**config.mk**
```make
export PLATFORM = sky130hd
export DESIGN_NAME = bss_ctrl
export DESIGN_NICKNAME = d
export VERILOG_FILES = /design/src/rtl/bss_pkg.sv /design/src/rtl/bss_edge_sync.sv /design/src/rtl/bss_policy.sv /design/src/rtl/bss_ctrl.sv
export SDC_FILE = /design/constraint.sdc
export NUM_CORES = 1
export LEC_CHECK = 0
export BUFFER_PORTS_ARGS = -buffer_cell sky130_fd_sc_hd__buf_2
export CAP_MARGIN = 20
export CORE_AREA = 8 8 45 47
export CTS_CLUSTER_DIAMETER = 50
export DETAILED_ROUTE_END_ITERATION = 7
export DIE_AREA = 0 0 53 55
export PLACE_DENSITY = 0.49
export SETUP_SLACK_MARGIN = 0.1
export SYNTH_ARGS = -nofsm -noshare
export SYNTH_HDL_FRONTEND = slang
export SYNTH_SLANG_ARGS = --single-unit
```
**constraint.sdc**
```tcl
create_clock -name clk -period 0.9 [get_ports clk]
set_input_delay 0.09 -clock clk [delete_from_list [all_inputs] [get_ports clk]]
set_output_delay 0.09 -clock clk [all_outputs]
set_load 0.01 [all_outputs]
```
**src/rtl/bss_pkg.sv**
```systemverilog
package bss_pkg;
    localparam int CFG_W = 2;

    typedef enum logic [CFG_W-1:0] {
        POL_NONE  = 2'd0,
        POL_AUTO  = 2'd1,
        POL_FORCE = 2'd2,
        POL_BOD   = 2'd3
    } pol_e;

    typedef struct packed {
        logic on_batt;
        logic enter_req;
        logic exit_req;
    } ctl_state_t;
endpackage

```
**src/rtl/bss_edge_sync.sv**
```systemverilog
module bss_edge_sync #(
    parameter int STAGES = 2
) (
    input  logic clk,
    input  logic rst_n,
    input  logic pin_i,
    output logic rise_o
);
    localparam int LAST = STAGES - 1;

    typedef struct packed {
        logic [LAST:0] chain;
        logic          prev;
    } sync_t;

    sync_t st_d, st_q;

    generate
        if (STAGES == 1) begin : g_one
            always_comb begin
                st_d       = st_q;
                st_d.chain = pin_i;
                st_d.prev  = st_q.chain[LAST];
            end
        end else begin : g_many
            always_comb begin
                st_d       = st_q;
                st_d.chain = {st_q.chain[LAST-1:0], pin_i};
                st_d.prev  = st_q.chain[LAST];
            end
        end
    endgenerate

    always_ff @(posedge clk or negedge rst_n) begin
        if (!rst_n) st_q <= '0;
        else        st_q <= st_d;
    end

    assign rise_o = st_q.chain[LAST] & ~st_q.prev;

    p_single_event_r7: assert property (@(posedge clk) disable iff (!rst_n)
        rise_o |=> !rise_o);
endmodule

```
**src/rtl/bss_policy.sv**
```systemverilog
module bss_policy
    import bss_pkg::*;
(
    input  logic       [CFG_W-1:0] cfg_i,
    input  ctl_state_t             cur_i,
    input  logic                   main_low_i,
    input  logic                   bod_bkup_act_i,
    input  logic                   bod_watch_main_i,
    input  logic                   pg_rise_i,
    input  logic                   pg_en_i,
    input  logic                   wake_en_i,
    output ctl_state_t             nxt_o
);
    pol_e pol;
    logic go_batt, go_main, pg_back, forced;

    always_comb begin
        pol     = pol_e'(cfg_i);
        go_batt = 1'b0;
        go_main = 1'b0;
        forced  = 1'b0;
        unique case (pol)
            POL_AUTO: begin
                go_batt = !cur_i.on_batt && main_low_i;
                go_main = cur_i.on_batt && !main_low_i;
            end
            POL_FORCE: forced = 1'b1;
            POL_BOD:   go_batt = !cur_i.on_batt && main_low_i
                                 && bod_bkup_act_i && bod_watch_main_i;
            default: ;
        endcase
        pg_back = cur_i.on_batt && pg_en_i && pg_rise_i
                  && (pol != POL_AUTO) && (pol != POL_FORCE);

        nxt_o = cur_i;
        if (forced || go_batt)       nxt_o.on_batt = 1'b1;
        else if (go_main || pg_back) nxt_o.on_batt = 1'b0;
        nxt_o.enter_req = go_batt;
        nxt_o.exit_req  = (go_main || pg_back) && wake_en_i;
    end
endmodule

```
**src/rtl/bss_ctrl.sv**
```systemverilog
module bss_ctrl
    import bss_pkg::*;
#(
    parameter int SYNC_STAGES = 2
) (
    input  logic             clk,
    input  logic             rst_n,
    input  logic [CFG_W-1:0] cfg_i,
    input  logic             wake_en_i,
    input  logic             pg_en_i,
    input  logic             pg_pin_i,
    input  logic             main_low_i,
    input  logic             bod_bkup_act_i,
    input  logic             bod_watch_main_i,
    output logic             sel_batt_o,
    output logic             bkup_enter_o,
    output logic             bkup_exit_o
);
    ctl_state_t st_d, st_q;
    logic       pg_rise;

    bss_edge_sync #(.STAGES(SYNC_STAGES)) u_sync (
        .clk    (clk),
        .rst_n  (rst_n),
        .pin_i  (pg_pin_i),
        .rise_o (pg_rise)
    );

    bss_policy u_pol (
        .cfg_i            (cfg_i),
        .cur_i            (st_q),
        .main_low_i       (main_low_i),
        .bod_bkup_act_i   (bod_bkup_act_i),
        .bod_watch_main_i (bod_watch_main_i),
        .pg_rise_i        (pg_rise),
        .pg_en_i          (pg_en_i),
        .wake_en_i        (wake_en_i),
        .nxt_o            (st_d)
    );

    always_ff @(posedge clk or negedge rst_n) begin
        if (!rst_n) st_q <= '0;
        else        st_q <= st_d;
    end

    assign sel_batt_o   = st_q.on_batt;
    assign bkup_enter_o = st_q.enter_req;
    assign bkup_exit_o  = st_q.exit_req;

    p_idle_holds_main_r2: assert property (@(posedge clk) disable iff (!rst_n)
        (cfg_i == 2'd0 && !sel_batt_o) |=> !sel_batt_o);
    p_force_battery_r3: assert property (@(posedge clk) disable iff (!rst_n)
        (cfg_i == 2'd2) |=> (sel_batt_o && !bkup_enter_o));
    p_enter_on_switch_r4: assert property (@(posedge clk) disable iff (!rst_n)
        bkup_enter_o |-> (sel_batt_o && !$past(sel_batt_o)));
    p_auto_return_r5: assert property (@(posedge clk) disable iff (!rst_n)
        (cfg_i == 2'd1 && sel_batt_o && !main_low_i) |=> !sel_batt_o);
    p_exit_needs_wake_r5: assert property (@(posedge clk) disable iff (!rst_n)
        bkup_exit_o |-> ($past(wake_en_i) && !sel_batt_o));
    p_bod_one_way_r6: assert property (@(posedge clk) disable iff (!rst_n)
        (cfg_i == 2'd3 && sel_batt_o && !pg_rise) |=> sel_batt_o);
    p_req_exclusive_r9: assert property (@(posedge clk) disable iff (!rst_n)
        !(bkup_enter_o && bkup_exit_o));
endmodule

```
## Word-level counts from Yosys, hierarchy flattened

Cells that the tools add are included.

| operators by class | value |
|---|---|
| add/subtract/negate cells | 0 |
| $mul | 0 |
| div/mod/pow operators | 0 |
| $lt $le $gt $ge | 0 |
| equal/unequal tests | 5 |
| shift-type cells | 0 |
| mux-type cells | 5 |
| bitwise logic cells | 2 |
| reduce and logical (&&, ||, !) cells | 14 |

Operators by type and width:

| operator | count |
|---|---|
| 1-bit logical AND | 9 |
| 2-bit == test (second input constant) | 2 |
| 1-bit 2-to-1 mux | 4 |
| 2-bit by 1-bit == test with 1-bit output (second input constant) | 1 |
| 1-bit logical NOT | 2 |
| 1-bit logical OR | 2 |
| 2-bit by 1-bit inequality test with 1-bit output (second input constant) | 1 |
| 2-bit inequality test (second input constant) | 1 |
| 1-bit case mux with 2 select lines | 1 |
| 2-bit nonzero test | 1 |
| 1-bit bitwise AND | 1 |
| 1-bit inverter | 1 |

| storage, ports and cells | value |
|---|---|
| register bits | 6 |
| bits in latches | 0 |
| RAM bits | 0 |
| memory bits (read-only) | 0 |
| input port bits | 10 |
| output and inout bits | 3 |
| logic and storage cells | 31 |
| memories kept | 0 |

## Logic depth before layout (Yosys ltp)

Gate-level depths: netlist (run 1).

| logic depth | value |
|---|---|
| depth in word-level cells | 8 |
| gate-level depth with buffers | 3 |
| mapped depth without buffers | 3 |

## Cells and area by module

From an unflattened synthesis (run 1), not the netlist that was laid out.

| unflattened totals | value |
|---|---|
| cells, all modules | 21 |
| area, all modules | 255.2 um^2 |

By module, submodules not included:

| module | instances | cells each | area an instance (um^2) | seq. area each (um^2) |
|---|---|---|---|---|
| bss_policy | 1 | 14 | 91.3 | 0.0 |
| bss_edge_sync | 1 | 4 | 88.8 | 75.1 |
| bss_ctrl | 1 | 3 | 75.1 | 75.1 |

## Least setup slack after synthesis (run 1)

No wires, ideal clock.

| path | value |
|---|---|
| path type | reg-to-reg |
| from | register st_q, in the netlist sel_batt_o |
| to | register st_q, in the netlist bkup_exit_o |
| library setup time | 0.124 ns |
| arrival | 0.901 ns |
| data required time | 0.776 ns |
| path slack | -0.125 ns |
| stages on the path, launching flop included | 4 |
| buffers on the path | 0 |
| clock period less this slack | 1.025 ns |
| path through | dfrtp_1 > nand4b_1 > nor2_1 > o31a_1 |

RTL lines:

| item | RTL line | text |
|---|---|---|
| start, declared | bss_ctrl.sv:19 | `ctl_state_t st_d, st_q;` |
| start signal, assigned | bss_ctrl.sv:43 | `else st_q <= st_d;` |

## Worst setup path after layout (run 1)

| path | value |
|---|---|
| from | register st_q, in the netlist sel_batt_o |
| to | output port sel_batt_o |

RTL lines:

| item | RTL line | text |
|---|---|---|
| end, declared | bss_ctrl.sv:15 | `output logic sel_batt_o,` |

No word-level cell between the ends.

==> flow_summary_export.csv, run 1 <==
group,metric,value,unit
synthesis,syn-cell-area,248,µm²
synthesis,yosys_warnings,0,
floorplanning,start_util,0.179,
cells_and_area,drive_gt1_frac,0.525,
cells_and_area,final_cell_mix,"10 x buf_2, 5 x dfrtp_1, 4 x nand2_1",
floorplanning,core.rowCount,14,
drt,via_per_inst,4.29,
run_status,outcome,"complete, but fails checks",
grt,grt_max_degree,8,
critical_path,critPathTopFamily,"flip-flops",
clock_network,cts_made_buffers,3,
critical_path,rrSetupSlack,-90,ps
critical_path,crit_required,810,ps
clock_network,clk_pin_slew,60,ps
synthesis,synth_fp_nets,30,
clock_network,clkLatencyLatePin,250,ps
floorplanning,core_area,1380,µm²
timing,drv_slew,0,
synthesis,synth_cells,20,
clock_network,post_cts_buffers,0,
synthesis,syn_area_per_cell,12.4,µm²
critical_path,path_cells,"buf_6 > buf_6",
cells_and_area,diodes,0,
cells_and_area,area_delta_synth_final,64.1,%
timing,final-hold-violation-count,0,
cells_and_area,fillers,142,
critical_path,crit_top_cell,"buf_6",
clock_network,root_buffer,"clkbuf_4",
power,ir_drop,765,µV
floorplanning,pin_count,13,
grt,grt_remaining_overflow,0,
drt,dr.pass1.iters,4,
critical_path,end_kind,"output pin",
cells_and_area,layout.area.seq,151,µm²
grt,antenna_found_initial,0,
power,power.leakage,0.187,nW
critical_path,cp_max_fo,4,
timing,hold_slack,59.8,ps
floorplanning,die_y,55,µm
drt,antenna_left,0,
critical_path,cpMaxStageDelayCell,"dfrtp_2",
place,gpl.final_weighted_congestion,0.714,
clock_network,cts_tree,"built",
cells_and_area,multiInputGateArea,93.8,µm²
clock_network,clkSinkCount,6,
critical_path,startpoint_type,"flip-flop",
grt,globalRouteTotalUtil,0.0538,
run_status,violations,"setup timing",
timing,maxSlewHeadroom,0.857,
critical_path,critPathMaxStageDelay,420,ps
synthesis,synth_area_leaders,"dfrtp_1 61%, nand4b_1 11%, nand2_1 6.1%",
drt,drt_iter0_drc,3,
place,pre_cts_slack,-78.9,ps
timing,rsz0062_at_grt,"yes",
drt,drc,0,
floorplanning,dieArea,2920,µm²
run,drv_cap,0,
cells_and_area,layout.nets,51,
timing,fmax,999,MHz
place,placed_cells,50,
drt,wl,666,µm
grt,grt_pass1_wl,1060,µm
power,power_density,1740,nW/µm²
synthesis,ys_ff_latch,6,
floorplanning,die_x,53,µm
critical_path,path_buf_inv,2,
synthesis,yosysUniqueCellTypes,10,
critical_path,worst-setup-path-type,"reg2out",
grt,grt_pass1_vias,249,
drt,vias,240,
timing,fin_ws,-101,ps
timing,fin_crit_sh,1.11,
timing,setup_viol,4,
cells_and_area,fin_cells,56,
place,dp_hpwl,485,µm
clock_network,cts_buffer_depth,2,
drt,wl_per_cell,11.9,µm
synthesis,synth-seq-area-share,0.606,
timing,tightest_slew,214,ps
synthesis,synth_top_area_frac,0.606,
critical_path,arrival,910,ps
hold_path,hp-class,"in2reg",
timing,min_period,1000,ps
place,port_buffers,12,
cells_and_area,layout_commonest_cell,"buf_2",
clock_network,htree_num_levels,1,
synthesis,netlist.top_cell.by_area,"dfrtp_1",
timing,setup_tns,-270,ps
timing,clock_skew,15.7,ps
-- kinds of logic after synthesis --
family	Yosys count	synth area share
flip-flops	6	0.606
AND/OR/NAND/NOR	10	0.263
buffers and inverters	1	0.0151
AO/OA/AOI/OAI	3	0.116
-- layer usage --
metal,vias up,share of wire,routed length (µm),track usage
met1,109,0.43,288,0.0617
met3,0,0.24,157,0.0695
li1,114,-,-,-
met4,0,0,0,0.0129
met5,-,0,0,0
met2,17,0.33,219,0.0566
-- final timing paths --
path | startpoint | end | cells past startpoint
hold reg to reg | u_sync.st_d[2] | u_sync.st_d[0] | 0
hold / removal | wake_en_i | bkup_exit_o | 2
setup reg to reg | sel_batt_o | bkup_exit_o | 2
max in group asynchronous | rst_n | u_sync.st_d[0] | 2
min in group asynchronous | rst_n | bkup_exit_o | 2
setup / recovery | sel_batt_o | sel_batt_o | 2
-- per-stage QoR --
step	instance area (µm²)	util	total power [mW]
after global placement	344	0.249	0.407
after floorplan	249	-	0.342
final	407	0.294	0.707
after global routing	407	0.294	0.745
after CTS	400	0.289	0.714
after detailed placement	344	0.249	0.406
-- power by group --
group | switching, mW | internal [mW] | leakage [nW]
combinational | 0.0524 | 0.0724 | 0.0999
clock | 0.112 | 0.169 | 0.0150
sequential | 0.0117 | 0.290 | 0.0726
-- sequential cells by signal, summed over array words and instances, names as in the netlist --
register	flops
u_sync.st_q	1
sel_batt_o	1
bkup_enter_o	1
u_sync.st_d	2
bkup_exit_o	1
-- area by class of cell --
class                           count  share of cell area
Timing Repair Buffer               16               0.274
Multi-Input combinational cell     13               0.231
Sequential cell                     6               0.372
Clock buffer                        4              0.0646
Inverter                            1             0.00923
Tap cell                           16              0.0492
-- worst register-to-register path, cell delays in order (launching register included) --
cell and delay [ps]:
dfrtp_2 420, nor4b_2 160, o31a_1 290
-- synthesized netlist by cell type --
cell type  number
dfrtp_1         6
nand2_1         4
nand4b_1        3
a211oi_2        1
inv_2           1
nor2_1          1
nor3_1          1
nor4b_2         1
o211ai_1        1
o31a_1          1
-- timing repair --
item                                    4_1_cts  5_1_grt
gates cloned                                  0        0
hold buffers                                  2        0
endpoints found under the setup margin        6        6
gates resized for setup                       2        1
hold endpoints to repair                      7        0
pin swaps                                     1        0
No activity file was read; power rests on OpenSTA's default activity.
==> run 2: changes to the inputs <==
Settings changed: RECOVER_POWER set to 100.
==> run 2 against run 1 <==
Effect of this change:
- the run still ends with setup timing left
- largest cell class unchanged
- non-clock buffer count unchanged
- total power decreased by 0.43%
- maximum frequency unchanged
- worst setup slack unchanged
- combinational power about the same
- critical path type unchanged
- largest power group unchanged
- clock power about the same
- cell count unchanged
==> flow_summary_export.csv, run 2 (same netlist as run 1, synthesis figures left out) <==
group,metric,value,unit
run_status,outcome,"complete, but fails checks",
run_status,violations,"setup timing",
cells_and_area,design_area,399,µm²
grt,grt_remaining_overflow,0,
cells_and_area,drive_gt1_frac,0.500,
cells_and_area,diodes,0,
floorplanning,core_area,1380,µm²
critical_path,cp_max_fo,4,
floorplanning,die_x,53,µm
power,power_density,1760,nW/µm²
power,power.leakage,0.182,nW
timing,final-hold-violation-count,0,
critical_path,arrival,910,ps
drt,via_per_inst,4.29,
cells_and_area,layout.nets,51,
grt,grt_max_degree,8,
timing,tightest_slew,313,ps
hold_path,hp-class,"in2reg",
run,drv_cap,0,
timing,setup_viol,4,
floorplanning,dieArea,2920,µm²
drt,drc,0,
critical_path,end_kind,"output pin",
cells_and_area,largest_register_ffs,2,
place,port_buffers,12,
hold_path,min_from,"wake_en_i",
place,gpl.final_weighted_congestion,0.714,
floorplanning,start_util,0.179,
timing,clock_skew,15.7,ps
critical_path,critPathTopFamily,"flip-flops",
critical_path,r2r-start,"sel_batt_o",
critical_path,cpMaxStageDelayCell,"dfrtp_2",
place,dp_hpwl,485,µm
drt,dr.pass1.iters,4,
critical_path,startpoint_type,"flip-flop",
critical_path,crit_required,810,ps
critical_path,critPathLaunch,"sel_batt_o",
clock_network,root_buffer,"clkbuf_4",
cells_and_area,layout_commonest_cell,"buf_2",
timing,maxSlewHeadroom,0.791,
timing,drv_slew,0,
clock_network,htree_num_levels,1,
grt,globalRouteTotalUtil,0.0538,
place,dpl_cell_area,344,µm²
clock_network,cts_buffer_depth,2,
cells_and_area,area_delta_synth_final,61.1,%
timing,rsz0062_at_grt,"yes",
cells_and_area,final_cell_mix,"8 x buf_2, 5 x dfrtp_1, 4 x nand2_1",
critical_path,path_cells,"buf_6 > buf_6",
critical_path,crit_top_cell,"buf_6",
timing,fin_crit_sh,1.11,
clock_network,cts_tree,"built",
clock_network,clkLatencyLatePin,250,ps
timing,min_period,1000,ps
clock_network,clk_pin_slew,60,ps
timing,fmax,999,MHz
clock_network,cts_made_buffers,3,
drt,vias,240,
grt,grt_pass1_wl,1060,µm
critical_path,critPathMaxStageDelay,420,ps
clock_network,clkSinkCount,6,
place,pre_cts_slack,-78.9,ps
power,ir_drop,765,µV
timing,hold_slack,59.8,ps
drt,antenna_left,0,
cells_and_area,fin_cells,56,
drt,wl_per_cell,11.9,µm
drt,drt_iter0_drc,3,
place,placed_cells,50,
drt,wl,664,µm
floorplanning,core.rowCount,14,
floorplanning,die_y,55,µm
clock_network,post_cts_buffers,0,
floorplanning,pin_count,13,
grt,grt_pass1_vias,249,
timing,fin_ws,-101,ps
critical_path,worst-setup-path-type,"reg2out",
critical_path,path_buf_inv,2,
grt,antenna_found_initial,0,
-- run 2: cell types whose count changed in the layout (fill, tap and decap cells not counted), sizes merged --
cell    before  now
clkbuf       4    7
buf         14   11
-- run 2: what timing repair did --
action	CTS	global route
hold endpoints to repair	7	0
resized for setup	2	1
pin swaps	1	0
hold buffers	2	0
endpoints found under the setup margin	6	6
-- run 2: where the power goes --
part / internal [mW] / switching [mW]
registers: 0.290 / 0.0114
clock network: 0.169 / 0.112
logic: 0.0696 / 0.0524
-- run 2: area by class of cell --
cell class | count | area, µm²
inverter | 1 | 3.75
tap | 16 | 20.0
sequential | 6 | 151
clock buffer | 4 | 26.3
fill | 142 | 985
timing repair buffer | 16 | 104
multi-input combinational | 13 | 93.8
-- run 2: metal layers --
metal	track usage	wire length, µm
met3	0.0695	157
met5	0	0
met4	0.0129	0
met1	0.0617	288
met2	0.0566	218
-- run 2: worst register-to-register path, stage by stage, from the launching register on --
cell and delay [ps]:
dfrtp_2 420, nor4b_2 160, o31a_1 290
-- run 2: path summary, 6_finish.rpt --
check,endpoint,slack [ps],cells after the start
max,sel_batt_o,-100,2
min,bkup_exit_o,60,2
max reg2reg,bkup_exit_o,-90,2
min reg2reg,u_sync.st_d[0],350,0
max in group asynchronous,sel_batt_o,410,2
min in group asynchronous,bkup_exit_o,240,2
-- run 2: through the flow --
stage	utilization	TNS, ps	power, mW
after floorplan	-	-94.4	0.342
after global placement	0.249	-187	0.407
after detailed placement	0.249	-126	0.406
after CTS	0.289	-259	0.714
after global routing	0.288	-453	0.742
final	0.288	-270	0.704
==> run 3: changes to the inputs <==
Settings changed: BUFFER_PORTS_ARGS -buffer_cell sky130_fd_sc_hd__buf_2 to -buffer_cell sky130_fd_sc_hd__buf_4.
==> run 3 against run 2 <==
Effect of this change:
- the run still ends with setup timing left
- clock-buffer cell count is the same
- first-iteration DRC count down 33%
- maximum frequency down 2.0%
- largest power group unchanged
==> flow_summary_export.csv, run 3 (same netlist as run 1, synthesis figures left out) <==
group,metric,value,unit
timing,hold_slack,85.3,ps
hold_path,hp-class,"in2reg",
floorplanning,core_area,1380,µm²
clock_network,root_buffer,"clkbuf_4",
clock_network,clkSinkCount,6,
cells_and_area,drive_gt1_frac,0.512,
critical_path,startpoint_type,"flip-flop",
cells_and_area,largest_register_ffs,2,
power,power_density,1660,nW/µm²
timing,maxSlewHeadroom,0.778,
timing,tightest_slew,333,ps
cells_and_area,area_delta_synth_final,72.2,%
clock_network,cts_buffer_depth,2,
critical_path,cp.depth,3,
drt,wl_per_cell,11.9,µm
timing,drv_slew,0,
critical_path,cp_max_fo,4,
critical_path,cpMaxStageDelayCell,"dfrtp_2",
critical_path,critPathMaxStageDelay,420,ps
critical_path,path_buf_inv,0,
cells_and_area,diodes,0,
hold_path,hold_path_depth,2,
run_status,outcome,"complete, but fails checks",
critical_path,ff2ff_path_depth,3,
timing,fin_ws,-121,ps
power,power.leakage,0.194,nW
power,ir_drop,584,µV
floorplanning,dieArea,2920,µm²
drt,vias,239,
clock_network,cts_made_buffers,3,
run_status,violations,"setup timing",
place,dpl_cell_area,382,µm²
timing,final-hold-violation-count,0,
drt,dr.pass1.iters,3,
clock_network,clk_pin_slew,50,ps
floorplanning,pin_count,13,
place,dp_hpwl,548,µm
cells_and_area,layout.nets,52,
drt,drt_iter0_drc,2,
timing,clock_skew,7.63,ps
drt,via_per_inst,4.19,
drt,antenna_left,0,
grt,globalRouteTotalUtil,0.0549,
critical_path,arrival,1140,ps
power,total_power,709,µW
place,port_buffers,12,
critical_path,critPathTopFamily,"flip-flops",
critical_path,path_cells,"nand4b_1 > nor2_1 > o31a_1",
cells_and_area,utilization,0.308,
drt,wl,680,µm
timing,setup_viol,4,
floorplanning,start_util,0.179,
critical_path,crit_required,1020,ps
place,gpl.final_weighted_congestion,0.692,
grt,grt_pass1_wl,1120,µm
floorplanning,die_x,53,µm
critical_path,end_kind,"flip-flop",
run,drv_cap,0,
cells_and_area,final_cell_mix,"9 x buf_4, 5 x dfrtp_1, 4 x nand2_1, 4 x clkbuf_4, 3 x nand4b_1",
clock_network,cts_tree,"built",
drt,drc,0,
critical_path,worst-setup-path-type,"reg2reg",
grt,grt_pass1_vias,273,
grt,grt_max_degree,8,
grt,antenna_found_initial,0,
grt,grt_remaining_overflow,0,
floorplanning,core.rowCount,14,
clock_network,clkLatencyLatePin,240,ps
cells_and_area,design_area,427,µm²
cells_and_area,layout_commonest_cell,"buf_4",
timing,min_period,1020,ps
timing,fmax,979,MHz
clock_network,htree_num_levels,1,
floorplanning,die_y,55,µm
timing,rsz0062_at_grt,"yes",
timing,fin_crit_sh,1.13,
## run 3: cell count changes in the layout (fill, tap and decap cells not counted), sizes merged
cell    before  now
clkbuf       7    8
## run 3: final timing paths
path                                start             end  slack, ps
max in group asynchronous           rst_n      sel_batt_o        390
hold / removal                  wake_en_i     bkup_exit_o         90
setup / recovery               sel_batt_o     bkup_exit_o       -120
setup reg to reg               sel_batt_o     bkup_exit_o       -120
hold reg to reg            u_sync.st_d[2]  u_sync.st_d[0]        340
min in group asynchronous           rst_n  u_sync.st_d[0]        250
## run 3: per-stage QoR
step	TNS, ps	instances	setup WS (ps)
floorplan	-94.4	20	-94.4
global placement	-123	51	-63.4
detailed placement	-145	51	-96.7
CTS	-324	57	-128
global route	-416	57	-152
finish	-270	57	-121
## run 3: power by group
| part | internal, mW | switching (mW) |
|---|---|---|
| registers | 0.290 | 0.0114 |
| clock network | 0.168 | 0.0975 |
| logic | 0.0879 | 0.0542 |
| total | 0.546 | 0.163 |
## run 3: area by class of cell
cell class                 count  area (µm²)
fill                         152         957
tap                           16        20.0
clock buffer                   4        26.3
multi-input combinational     13        93.8
inverter                       1        3.75
sequential                     6         151
timing repair buffer          17         131
## run 3: per-layer routing
metal  GRT usage  wire length, µm  vias to the layer above
met1      0.0524              297                      109
met4      0.0388                0                        0
li1            -                -                      117
met5           0                0                        -
met2      0.0723              254                       13
met3      0.0535              128                        0
## run 3: what timing repair did
action,CTS,global route
endpoints found under the hold margin,7,0
hold buffers,2,0
buffers inserted,0,0
resized for setup,4,0
setup endpoints to repair,6,6
